`src/rtl/udma_out_pkg.sv`:
```
package udma_out_pkg;

  typedef enum logic [2:0] {
    PH_IDLE,
    PH_PREP,
    PH_ACKD,
    PH_XFER,
    PH_TERM
  } udma_phase_e;

  // Effective length of a programmed interval: zero is treated as one cycle.
  function automatic int unsigned udma_span(input int unsigned n);
    return (n == 0) ? 1 : n;
  endfunction

endpackage

```
`src/rtl/udma_span_timer.sv`:
```
module udma_span_timer
  import udma_out_pkg::*;
#(
  parameter int CW = 8
) (
  input  logic          clk,
  input  logic          rst_n,
  input  logic          restart,
  input  logic          clear,
  input  logic [CW-1:0] limit,
  output logic [CW-1:0] age,
  output logic          reached
);

  localparam logic [CW-1:0] AGE_MAX = '1;

  // age counts clock edges since the last restart (restart edge gives 1)
  always_ff @(posedge clk) begin
    if (!rst_n)              age <= '0;
    else if (clear)          age <= '0;
    else if (restart)        age <= CW'(1);
    else if (age != AGE_MAX) age <= age + CW'(1);
  end

  assign reached = (32'(age) >= udma_span(32'(limit)));

  AST_AGE_NO_WRAP: assert property (@(posedge clk) disable iff (!rst_n)
    (age == AGE_MAX) |=> (age == AGE_MAX) || (age <= CW'(1)));

endmodule

```
`src/rtl/udma_proto_watch.sv`:
```
module udma_proto_watch (
  input  logic clk,
  input  logic rst_n,
  input  logic pre_strobe,
  input  logic in_ack,
  input  logic dev_req,
  input  logic dev_rdy_n,
  output logic proto_err
);

  logic rdy_seen_q;

  always_ff @(posedge clk) begin
    if (!rst_n)                     rdy_seen_q <= 1'b0;
    else if (!pre_strobe)           rdy_seen_q <= 1'b0;
    else if (in_ack && !dev_rdy_n)  rdy_seen_q <= 1'b1;
  end

  always_ff @(posedge clk) begin
    if (!rst_n) proto_err <= 1'b0;
    else        proto_err <= pre_strobe && (!dev_req || (rdy_seen_q && dev_rdy_n));
  end

  AST_ERR_IN_WINDOW: assert property (@(posedge clk) disable iff (!rst_n)
    proto_err |-> $past(pre_strobe));

endmodule

```
`src/rtl/udma_out_host.sv`:
```
module udma_out_host
  import udma_out_pkg::*;
#(
  parameter int CW = 8,
  parameter int DW = 16,
  parameter int AW = 3
) (
  input  logic          clk,
  input  logic          rst_n,
  input  logic [CW-1:0] cfg_setup_cyc,
  input  logic [CW-1:0] cfg_stop_cyc,
  input  logic [CW-1:0] cfg_dset_cyc,
  input  logic [CW-1:0] cfg_rdy_cyc,
  input  logic          pio_cs0_n,
  input  logic          pio_cs1_n,
  input  logic [AW-1:0] pio_addr,
  input  logic          dev_req,
  input  logic          dev_rdy_n,
  input  logic          src_valid,
  input  logic [DW-1:0] src_data,
  input  logic          src_last,
  output logic          src_ready,
  output logic          ack_n,
  output logic          stop,
  output logic          hstrobe,
  output logic          cs0_n,
  output logic          cs1_n,
  output logic [AW-1:0] addr,
  output logic [DW-1:0] data_out,
  output logic          data_oe,
  output logic          proto_err
);

  udma_phase_e   phase_q;
  logic          ack_n_q, stop_q, hs_q, oe_q;
  logic          pend_q, first_q, word_last_q, sent_last_q;
  logic [DW-1:0] data_q;

  // named internal events
  logic          req_seen, setup_done, stop_done, take_word;
  logic          gate_ok, strobe_evt, end_req, close_evt;
  logic          in_ack, pre_strobe, quiet;
  logic          ph_restart, ph_clear, ph_reached, rdy_clear, rdy_reached;
  logic [CW-1:0] ph_limit, ph_age, rdy_age;

  assign in_ack     = (phase_q == PH_ACKD) || (phase_q == PH_XFER) || (phase_q == PH_TERM);
  assign pre_strobe = ((phase_q == PH_PREP) || (phase_q == PH_ACKD) || (phase_q == PH_XFER))
                      && !first_q;
  assign quiet      = (phase_q != PH_IDLE);

  assign req_seen   = (phase_q == PH_IDLE) && dev_req;
  assign setup_done = (phase_q == PH_PREP) && ph_reached;
  assign stop_done  = (phase_q == PH_ACKD) && ph_reached;
  assign src_ready  = (phase_q == PH_XFER) && !pend_q && !sent_last_q;
  assign take_word  = src_ready && src_valid;
  assign gate_ok    = pend_q && ph_reached && !dev_rdy_n && (first_q || rdy_reached);
  assign strobe_evt = (phase_q == PH_XFER) && gate_ok;
  assign end_req    = (phase_q == PH_XFER) && !pend_q && sent_last_q;
  assign close_evt  = (phase_q == PH_TERM) && !dev_req;

  // one shared interval timer: each phase uses it for its own minimum
  always_comb begin
    case (phase_q)
      PH_PREP: ph_limit = cfg_setup_cyc;
      PH_ACKD: ph_limit = cfg_stop_cyc;
      default: ph_limit = cfg_dset_cyc;
    endcase
  end

  assign ph_restart = req_seen || setup_done || take_word;
  assign ph_clear   = (phase_q == PH_IDLE) && !dev_req;

  udma_span_timer #(.CW(CW)) u_phase_tmr (
    .clk     (clk),
    .rst_n   (rst_n),
    .restart (ph_restart),
    .clear   (ph_clear),
    .limit   (ph_limit),
    .age     (ph_age),
    .reached (ph_reached)
  );

  // consecutive ready samples while acknowledged
  assign rdy_clear = dev_rdy_n || !in_ack;

  udma_span_timer #(.CW(CW)) u_rdy_tmr (
    .clk     (clk),
    .rst_n   (rst_n),
    .restart (1'b0),
    .clear   (rdy_clear),
    .limit   (cfg_rdy_cyc),
    .age     (rdy_age),
    .reached (rdy_reached)
  );

  udma_proto_watch u_watch (
    .clk        (clk),
    .rst_n      (rst_n),
    .pre_strobe (pre_strobe),
    .in_ack     (in_ack),
    .dev_req    (dev_req),
    .dev_rdy_n  (dev_rdy_n),
    .proto_err  (proto_err)
  );

  always_ff @(posedge clk) begin
    if (!rst_n) begin
      phase_q     <= PH_IDLE;
      ack_n_q     <= 1'b1;
      stop_q      <= 1'b0;
      hs_q        <= 1'b0;
      oe_q        <= 1'b0;
      pend_q      <= 1'b0;
      first_q     <= 1'b0;
      word_last_q <= 1'b0;
      sent_last_q <= 1'b0;
      data_q      <= '0;
    end else begin
      case (phase_q)
        PH_IDLE: if (req_seen) begin
          phase_q <= PH_PREP;
          stop_q  <= 1'b1;
          hs_q    <= 1'b1;
        end
        PH_PREP: if (setup_done) begin
          phase_q <= PH_ACKD;
          ack_n_q <= 1'b0;
        end
        PH_ACKD: if (stop_done) begin
          phase_q <= PH_XFER;
          stop_q  <= 1'b0;
        end
        PH_XFER: begin
          if (end_req) begin
            phase_q <= PH_TERM;
            stop_q  <= 1'b1;
          end else if (take_word) begin
            data_q      <= src_data;
            word_last_q <= src_last;
            pend_q      <= 1'b1;
            oe_q        <= 1'b1;
          end else if (strobe_evt) begin
            hs_q        <= ~hs_q;
            pend_q      <= 1'b0;
            first_q     <= 1'b1;
            sent_last_q <= word_last_q;
          end
        end
        PH_TERM: if (close_evt) begin
          phase_q     <= PH_IDLE;
          ack_n_q     <= 1'b1;
          stop_q      <= 1'b0;
          hs_q        <= 1'b0;
          oe_q        <= 1'b0;
          pend_q      <= 1'b0;
          first_q     <= 1'b0;
          word_last_q <= 1'b0;
          sent_last_q <= 1'b0;
          data_q      <= '0;
        end
        default: phase_q <= PH_IDLE;
      endcase
    end
  end

  assign ack_n    = ack_n_q;
  assign stop     = stop_q;
  assign hstrobe  = hs_q;
  assign data_oe  = oe_q;
  assign data_out = data_q;
  assign cs0_n    = quiet ? 1'b1 : pio_cs0_n;
  assign cs1_n    = quiet ? 1'b1 : pio_cs1_n;
  assign addr     = quiet ? '0   : pio_addr;

  AST_START_NEEDS_REQ: assert property (@(posedge clk) disable iff (!rst_n)
    ($rose(stop) && ack_n) |-> $past(dev_req));

  AST_QUIET_AT_ACK: assert property (@(posedge clk) disable iff (!rst_n)
    $fell(ack_n) |-> (stop && hstrobe && cs0_n && cs1_n && (addr == '0)));

  AST_ACK_HELD: assert property (@(posedge clk) disable iff (!rst_n)
    (!ack_n && (phase_q != PH_TERM)) |=> !ack_n);

  AST_STOP_AFTER_ACK: assert property (@(posedge clk) disable iff (!rst_n)
    $fell(stop) |-> !$past(ack_n));

  AST_STROBE_NEEDS_RDY: assert property (@(posedge clk) disable iff (!rst_n)
    (!$stable(hstrobe) && !ack_n) |-> !$past(dev_rdy_n));

  AST_DATA_SETTLED: assert property (@(posedge clk) disable iff (!rst_n)
    (!$stable(hstrobe) && !ack_n) |-> ($stable(data_out) && data_oe));

  AST_ACK_RELEASE: assert property (@(posedge clk) disable iff (!rst_n)
    $rose(ack_n) |-> (!$past(dev_req) && !stop && !hstrobe && !data_oe));

endmodule

```
`config.mk`:
```
export PLATFORM = sky130hd
export DESIGN_NAME = udma_out_host
export DESIGN_NICKNAME = d
export VERILOG_FILES = /design/src/rtl/udma_out_pkg.sv /design/src/rtl/udma_span_timer.sv /design/src/rtl/udma_proto_watch.sv /design/src/rtl/udma_out_host.sv
export SDC_FILE = /design/constraint.sdc
export NUM_CORES = 1
export LEC_CHECK = 0
export BUFFER_PORTS_ARGS = -buffer_cell sky130_fd_sc_hd__buf_2
export CAP_MARGIN = 20
export CORE_MARGIN = 5
export CORE_UTILIZATION = 54
export CTS_CLUSTER_SIZE = 25
export DETAILED_ROUTE_END_ITERATION = 10
export PLACE_DENSITY_LB_ADDON = 0.08
export SETUP_SLACK_MARGIN = 0.05
export SLEW_MARGIN = 20
export SYNTH_ARGS = -nofsm -noshare
export SYNTH_HDL_FRONTEND = slang
export SYNTH_SLANG_ARGS = --single-unit
```
`constraint.sdc`:
```
create_clock -name clk -period 5.9 [get_ports clk]
set_input_delay 0.295 -clock clk [delete_from_list [all_inputs] [get_ports clk]]
set_output_delay 0.295 -clock clk [all_outputs]
set_load 0.05 [all_outputs]
```
==> flow_metrics.tcl <==
set metrics [dict create \
    gp_congestion 0.794 \
    fmax_mhz 300 \
    die_w_um 78.9 \
    dpl.hpwl_um 4600 \
    grt_pass1_wl_um 9380 \
    r2r_slack_ns 2.57 \
    core-area_sq_um 4660 \
    antenna_left 0 \
    die_y_um 78.9 \
    power.density_nw_per_um2 197 \
    hp-class "input port to flip-flop" \
    grt-ovfl-total 0 \
    maxCapViolCount 0 \
    rows 25 \
    wirelength_um 5920 \
    grt_pass1_vias 2094 \
    p_sw_mw 0.168 \
    start_util_pct 55.0 \
    switching_share_pct 28.1 \
    crit_path_max_fanout 19 \
    grt_max_degree 23 \
    cts_resized 0 \
    design_area_sq_um 3050 \
    synth_area_leaders "dfxtp_1 (35%), ha_1 (8.8%), a22o_1 (5.8%)" \
    cts_tree "built" \
    vias_per_cell 5.56 \
    cts_buffers 5 \
    dpl_cell_area_sq_um 2950 \
    syn_nets 364 \
    first_iter_violations 116 \
    clock_tree.buffer_depth 2 \
    start_kind "flip-flop" \
    antenna_cells 0 \
    routedWlPerCell_um 14.1 \
    power_mw 0.599 \
    clock-root-buffer "clkbuf_8" \
    tightest_slew_ns 0.755 \
    dr.pass1.iters 4 \
    yosys.area.top_type "dfxtp_1" \
    p_leak_nw 1.41 \
    finalHoldViolCount 0 \
    cts.htree.levels 2 \
    rsz0062_at_grt "no" \
    finish.utilization_pct 65.4 \
    ios 86 \
    antenna_found_initial 0 \
    drc 0 \
    ys_types 58 \
    p_int_mw 0.431 \
    area_delta_synth_final_pct 18.9 \
    clk-insertion-delay-late_ns 0.30 \
    postCtsHoldBufs 0 \
    die_area_sq_um 6220 \
    slew_viol_final 0 \
    worst-setup-path-type "flip-flop to flip-flop" \
    postSynthCellCount 287 \
    final_cell_mix "buf_2 (85), dfxtp_1 (45), nor2_1 (21)" \
    cts_setup_buffers 0 \
    clkPwrFrac_pct 32.6 \
    vdd_drop_max_mv 0.107 \
    yosysSeqAreaShare_pct 35.2 \
    clkTransAtPathRegs_ns 0.09 \
    combPwrFrac_pct 15.1 \
    synth_top_area_share_pct 35.2 \
    syn_area_per_cell_sq_um 8.93 \
    worstPathArrival_ns 3.55 \
    ys_ff_latch 45 \
    clock_sinks 45 \
    fin_nets 441 \
    setup_viol 0 \
    fin_hold_ws_ns 0.200 \
    cp-end-kind "flip-flop" \
    drive_above_1_share_pct 29.3 \
    cp.required_ns 6.12 \
    track_usage_pct 18.3 \
    synthesis.area_sq_um 2560 \
    async_flop_share_pct 0 \
    via_count 2331 \
    slew_headroom_pct 49.6 \
    pwr-share-seq_pct 52.2 \
    mostFrequentLayoutCell "buf_2" \
    period_needed_ns 3.33 \
    setup_tns_ns 0 \
    port-buffer-count 85 \
    min_period_over_period_pct 56.5 \
    yosysWarnings 0 \
    outcome "complete, no violations" \
    synth_edf_count 0 \
    fin_skew_ns 0.00824 \
    ys.flop_type "dfxtp_1" \
]
power by group through the flow:
stage | clock [mW] | combinational [mW] | sequential (mW)
finish | 0.195 | 0.0906 | 0.313
global route | 0.217 | 0.100 | 0.314
CTS | 0.201 | 0.0908 | 0.313
detailed placement | 0 | 0.0902 | 0.320
global placement | 0 | 0.0887 | 0.320
floorplan | 0 | 0.0562 | 0.322
kinds of logic (layout without fill, tap and decap cells):
| kind of cell | Yosys count | in the layout | share of synthesized area [%] |
|---|---|---|---|
| buffers and inverters | 27 | 105 | 5.76 |
| DFF | 45 | 45 | 35.2 |
| adders and majority gates | 18 | 18 | 8.79 |
| AOI/OAI and AO/OA | 86 | 86 | 24.7 |
| muxes | 3 | 3 | 1.17 |
| and+or+nand+nor | 101 | 101 | 22.0 |
| xor gates and xnor gates | 7 | 7 | 2.39 |
layout make-up:
cell class              instances  area, sq um
fillers                       426         1610
multi-input cells             215         1510
flip-flops and latches         45          901
repair buffers                 85          425
clock buffers                   5         68.8
well taps                      54         67.6
inverters                      12         45.0
clock inverters                 3         25.0
synthesized netlist by cell type, types with 2 or more instances:
cell type / instances
nor4_1: 2
xnor2_1: 4
nand4_1: 4
buf_6: 5
a21boi_0: 3
or3_1: 2
inv_1: 12
and3_1: 7
or3b_2: 2
nor3_1: 3
or2_2: 4
ha_1: 18
o2111ai_1: 3
buf_2: 3
xor2_1: 3
nor2b_1: 6
nand2b_1: 6
a21oi_2: 2
a21o_1: 5
o21ai_1: 4
o21a_1: 2
clkbuf_1: 5
dfxtp_1: 45
a31oi_1: 5
mux2i_1: 3
o21ai_0: 12
o22ai_1: 8
a22o_1: 17
a211oi_1: 2
nand3_1: 13
and2_1: 5
nor2_1: 21
nand2_1: 16
a21oi_1: 4
o22a_1: 8
metal layers:
layer  share of wire (%)  GRT usage, %
met3                 4.6          3.97
met2                  46          29.6
met5                   0             0
met4                0.81          4.30
met1                  49          25.0
sequential cells by signal (all words and copies together) (netlist names):
signal / flops
hstrobe: 1
u_rdy_tmr.age: 8
phase_q: 3
u_watch.rdy_seen_q: 1
data_out: 16
data_oe: 1
u_watch.proto_err: 1
ack_n: 1
first_q: 1
u_phase_tmr.age: 8
sent_last_q: 1
pend_q: 1
word_last_q: 1
stop: 1
critical path, cell delays in order, from the launching register on:
cell and delay [ns]:
dfxtp_1 0.68, nand2b_1 0.35, a21oi_2 0.44, o22ai_1 0.16, nand4_1 0.16, o21ai_1 0.08, ha_1 0.28, nor2b_1 0.11
o21ai_1 0.10, a31oi_2 0.32, a21o_1 0.19, nand3_2 0.15, nor3_1 0.21
metrics by stage:
step / worst slack (ns) / instances
final: 2.57 / 419
after global routing: 2.24 / 419
after CTS: 2.61 / 419
after detailed placement: 2.64 / 411
after global placement: 2.81 / 411
after floorplan: 3.35 / 287
final timing paths:
check / from / to / cells past startpoint
worst max register to register: phase_q[0] / u_phase_tmr.age[6] / 12
worst max-delay path: phase_q[0] / u_phase_tmr.age[6] / 12
worst min-delay path: src_data[9] / data_out[9] / 2
worst min register to register: data_oe / data_oe / 1
Note: power is estimated with default switching activity, not from simulation.
